File: config.mk
export PLATFORM = sky130hd
export DESIGN_NAME = irq_front
export DESIGN_NICKNAME = d
export VERILOG_FILES = /design/src/rtl/irq_front.sv
export SDC_FILE = /design/constraint.sdc
export NUM_CORES = 1
export LEC_CHECK = 0
export ABC_AREA = 1
export BUFFER_PORTS_ARGS = -buffer_cell sky130_fd_sc_hd__buf_4
export CAP_MARGIN = 10
export CORE_AREA = 10 10 47 49
export CTS_BUF_LIST = sky130_fd_sc_hd__clkbuf_8
export DETAILED_ROUTE_END_ITERATION = 8
export DIE_AREA = 0 0 57 59
export PLACE_DENSITY = 0.49
export SLEW_MARGIN = 10
export SYNTH_ARGS = -nofsm -noshare
export SYNTH_HDL_FRONTEND = slang
export SYNTH_SLANG_ARGS = --single-unit
File: constraint.sdc
create_clock -name clk -period 2.4 [get_ports clk]
set_clock_uncertainty 0.2 [all_clocks]
set_input_delay 0.72 -clock clk [delete_from_list [all_inputs] [get_ports clk]]
set_output_delay 0.72 -clock clk [all_outputs]
set_load 0.02 [all_outputs]
File: src/rtl/irq_front.sv
module irq_front #(
  parameter int          NUM_IRQ = 2,
  parameter int          OP_W    = 8,
  parameter logic [7:0]  BRK_OP  = 8'h00
) (
  input  logic               clk,
  input  logic               rst_n,
  input  logic               nmi_line,
  input  logic [NUM_IRQ-1:0] irq_lines,
  input  logic               ovf_pin,
  input  logic               int_disable,
  input  logic               inhibit,
  input  logic               boundary,
  input  logic [OP_W-1:0]    fetched_op,
  input  logic               nmi_ack,
  output logic [OP_W-1:0]    op_out,
  output logic               taken,
  output logic               nmi_pend,
  output logic               set_v,
  output logic               wake
);
  localparam logic [OP_W-1:0] BRK = OP_W'(BRK_OP);

  logic nmi_q, ovf_q;
  logic nmi_edge, ovf_edge, any_irq, honour;

  assign nmi_edge = nmi_line & ~nmi_q;
  assign ovf_edge = ovf_pin & ~ovf_q;
  assign any_irq  = |irq_lines;
  assign honour   = boundary & ~inhibit & (nmi_pend | (any_irq & ~int_disable));
  assign op_out   = honour ? BRK : fetched_op;
  assign wake     = nmi_pend | any_irq;

  always_ff @(posedge clk) begin
    if (!rst_n) begin
      nmi_q    <= 1'b0;
      ovf_q    <= 1'b0;
      nmi_pend <= 1'b0;
      taken    <= 1'b0;
      set_v    <= 1'b0;
    end else begin
      nmi_q    <= nmi_line;
      ovf_q    <= ovf_pin;
      nmi_pend <= nmi_edge | (nmi_pend & ~nmi_ack);
      if (boundary) taken <= honour;
      set_v    <= ovf_edge;
    end
  end

  assert_nmi_edge_R1: assert property (@(posedge clk) disable iff (!rst_n)
    (nmi_line && !nmi_q) |=> nmi_pend);
  assert_no_spurious_R2: assert property (@(posedge clk) disable iff (!rst_n)
    $rose(nmi_pend) |-> $past(nmi_line && !nmi_q));
  assert_pend_holds_R3: assert property (@(posedge clk) disable iff (!rst_n)
    (nmi_pend && !nmi_ack) |=> nmi_pend);
  assert_ack_clears_R3: assert property (@(posedge clk) disable iff (!rst_n)
    (nmi_ack && !(nmi_line && !nmi_q)) |=> !nmi_pend);
  assert_inhibit_pass_R6: assert property (@(posedge clk) disable iff (!rst_n)
    inhibit |-> op_out == fetched_op);
  assert_nmi_break_R7: assert property (@(posedge clk) disable iff (!rst_n)
    (boundary && !inhibit && nmi_pend) |-> op_out == BRK);
  assert_taken_hold_R8: assert property (@(posedge clk) disable iff (!rst_n)
    !boundary |=> $stable(taken));
  assert_setv_pulse_R9: assert property (@(posedge clk) disable iff (!rst_n)
    set_v |=> !set_v);
  assert_wake_R10: assert property (@(posedge clk) disable iff (!rst_n)
    (nmi_pend || irq_lines != '0) |-> wake);
endmodule

==> impl_metrics.csv <==
group,metric,value,unit
global_route,antenna_found_initial,0,
final_layout,num_antenna_cells,0,
logic_synthesis,synthCells,31,
critical_path,startpoint_type,"input pin",
timing,drv_slew,0,
clock_tree,hold_buffers,0,
timing,fin_crit_sh,0.955,
die,die_h,59,um
critical_path,endpoint_kind,"primary output",
die,rows,14,
power_and_ir_drop,leakagePower,0.000284,uW
detailed_routing,route.detailed.drc,0,
critical_path,critPathKind,"in2out",
final_layout,drive_above_1_share,0.609,
timing,finalHoldViolCount,0,
clock_tree,post_cts.repair.setup_buffers,0,
final_layout,final_cells,80,
worst_hold_path,hold_path.class,"reg2reg",
final_layout,syn_to_final_growth,112,%
clock_tree,cts_tree,"yes",
clock_tree,clk_path_buf_depth,2,
timing,fin_tns_setup,0,ns
die,die_area,3360,um^2
die,initial_core_util,0.180,
clock_tree,clock_latency,0.22,ns
global_route,grt_usage,0.0519,
detailed_routing,routedLengthMet1,275,um
logic_synthesis,ys_ff_latch,5,
logic_synthesis,synth.area.top_cells,"dfxtp_1 40%, and2_1 20%, nand3_4 6.9%, inv_1 5.9%, nand2_1 5.9%",
place,dp.cells,76,
timing,setup_viol_count_final,0,
detailed_routing,drtIter0Drc,4,
timing,max_slew.worst_pin.slew,0.122,ns
outcome,status,"complete, no violations",
detailed_routing,routed.top_layer,"met3",
detailed_routing,vias_per_cell,3.73,
detailed_routing,wl_met3,161,um
global_route,grt_pass1_wl,1350,um
final_layout,nets,83,
die,die_x,57,um
detailed_routing,firstDrtPassIters,2,
detailed_routing,wl_per_cell,10.5,um
final_layout,fillers,167,
logic_synthesis,yosysTopAreaCell,"dfxtp_1",
timing,rsz0062_at_grt,"no",
logic_synthesis,synth_cell_types,12,
clock_tree,numClockSinks,5,
power_and_ir_drop,peakVddDrop,264,uV
global_route,first_global_vias,323,
detailed_routing,met2WireLength,405,um
power_and_ir_drop,p_per_area,595,nW/um^2
die,io_pins,30,
timing,max_slew_margin,0.918,
logic_synthesis,syn_nets,49,
timing,period_needed,2.29,ns
logic_synthesis,yosysWarnings,0,
clock_tree,htreeDepth,1,
logic_synthesis,syn_avg_cell_area,8.15,um^2
detailed_routing,wl,842,um
clock_tree,numCtsBuffers,3,
global_route,grt_max_degree,10,
final_layout,sequential_cell_area,100,um^2
die,core,1400,um^2
critical_path,critPathArrivalTime,1.37,ns
critical_path,cp_data_required_time,1.48,ns
global_route,grt_overflow_total,0,
place,place_congestion,0.624,
clock_tree,clockRootBuffer,"clkbuf_8",
critical_path,path_max_fanout,9,
detailed_routing,vias,298,
timing,fmaxAchievable,0.436,GHz
timing,whs,0.179,ns
run,drv_cap,0,
place,port_buffers,29,
final_layout,multi_input_area,134,um^2
logic_synthesis,syn_area,253,um^2
logic_synthesis,yosysSeqAreaShare,0.396,
detailed_routing,postRouteAntennaNets,0,
logic_synthesis,yosysTopAreaCellShare,0.396,
clock_tree,clkTransAtPathRegs,0.03,ns
clock_tree,cts_resized,0,
## state kept, by name (all words and copies together) (netlist names)
register / flops
nmi_pend: 1
nmi_q: 1
ovf_q: 1
set_v: 1
taken: 1
## cell usage in the layout, fill, tap and decap left out, types with 2 or more instances in the layout
cell type / n
nor2_1: 2
and2_1: 8
buf_4: 29
nand2_1: 4
dfxtp_1: 5
inv_1: 5
clkbuf_8: 3
nand2_2: 2
## cell families (layout without fill, tap and decap cells)
kind of cell / count (synthesis) / count (layout) / synth area share
compound gates: 2 / 2 / 0.0544
simple gates: 19 / 19 / 0.475
flops: 5 / 5 / 0.396
buf+inv: 5 / 38 / 0.0742
## worst paths after layout
path	startpoint	endpoint	slack [ns]	cells after the start
setup / recovery	irq_lines[1]	op_out[5]	0.11	6
hold / removal	ovf_q$_SDFF_PN0_	set_v$_SDFF_PN0_	0.18	1
setup reg to reg	nmi_pend$_SDFF_PN0_	taken$_SDFFE_PN0P_	1.44	4
hold reg to reg	ovf_q$_SDFF_PN0_	set_v$_SDFF_PN0_	0.18	1
## worst max-delay path, cell delays in order
cell,delay (ns)
buf_4,0.11
nor2_2,0.10
nand2_2,0.08
nand3_4,0.10
and2_1,0.14
buf_4,0.13
## per-stage QoR
stage	cell area [um^2]	worst slack [ns]	util	total power, uW
after floorplan	253	0.203	-	129
after global placement	490	0.0983	0.350	175
after detailed placement	490	0.0891	0.350	175
after CTS	536	0.0913	0.382	327
after global routing	536	0.0286	0.382	338
final	536	0.108	0.382	319
## cells in the mapped netlist (all sizes together)
library cell,number
inv,5
o21ai,1
nand2,6
and2,8
dfxtp,5
nand3,1
a21oi,1
nor2,4
## layer usage
metal  global-route usage  up-vias
met5                    0        -
met4               0.0403        0
li1                     -      157
met1               0.0477      124
met2               0.0698       17
met3               0.0494        0
## area by class of cell
| type | count | area share |
|---|---|---|
| Clock buffer | 3 | 0.0771 |
| Clock inverter | 1 | 0.00701 |
| Inverter | 5 | 0.0350 |
| Multi-Input combinational cell | 21 | 0.250 |
| Sequential cell | 5 | 0.187 |
| Tap cell | 16 | 0.0374 |
| Timing Repair Buffer | 29 | 0.407 |
## power by group
group          switching, uW  internal [uW]
Combinational           38.5           43.4
Clock                   37.6            109
Sequential              1.61           88.4
Power figures use the tool's default switching activity.
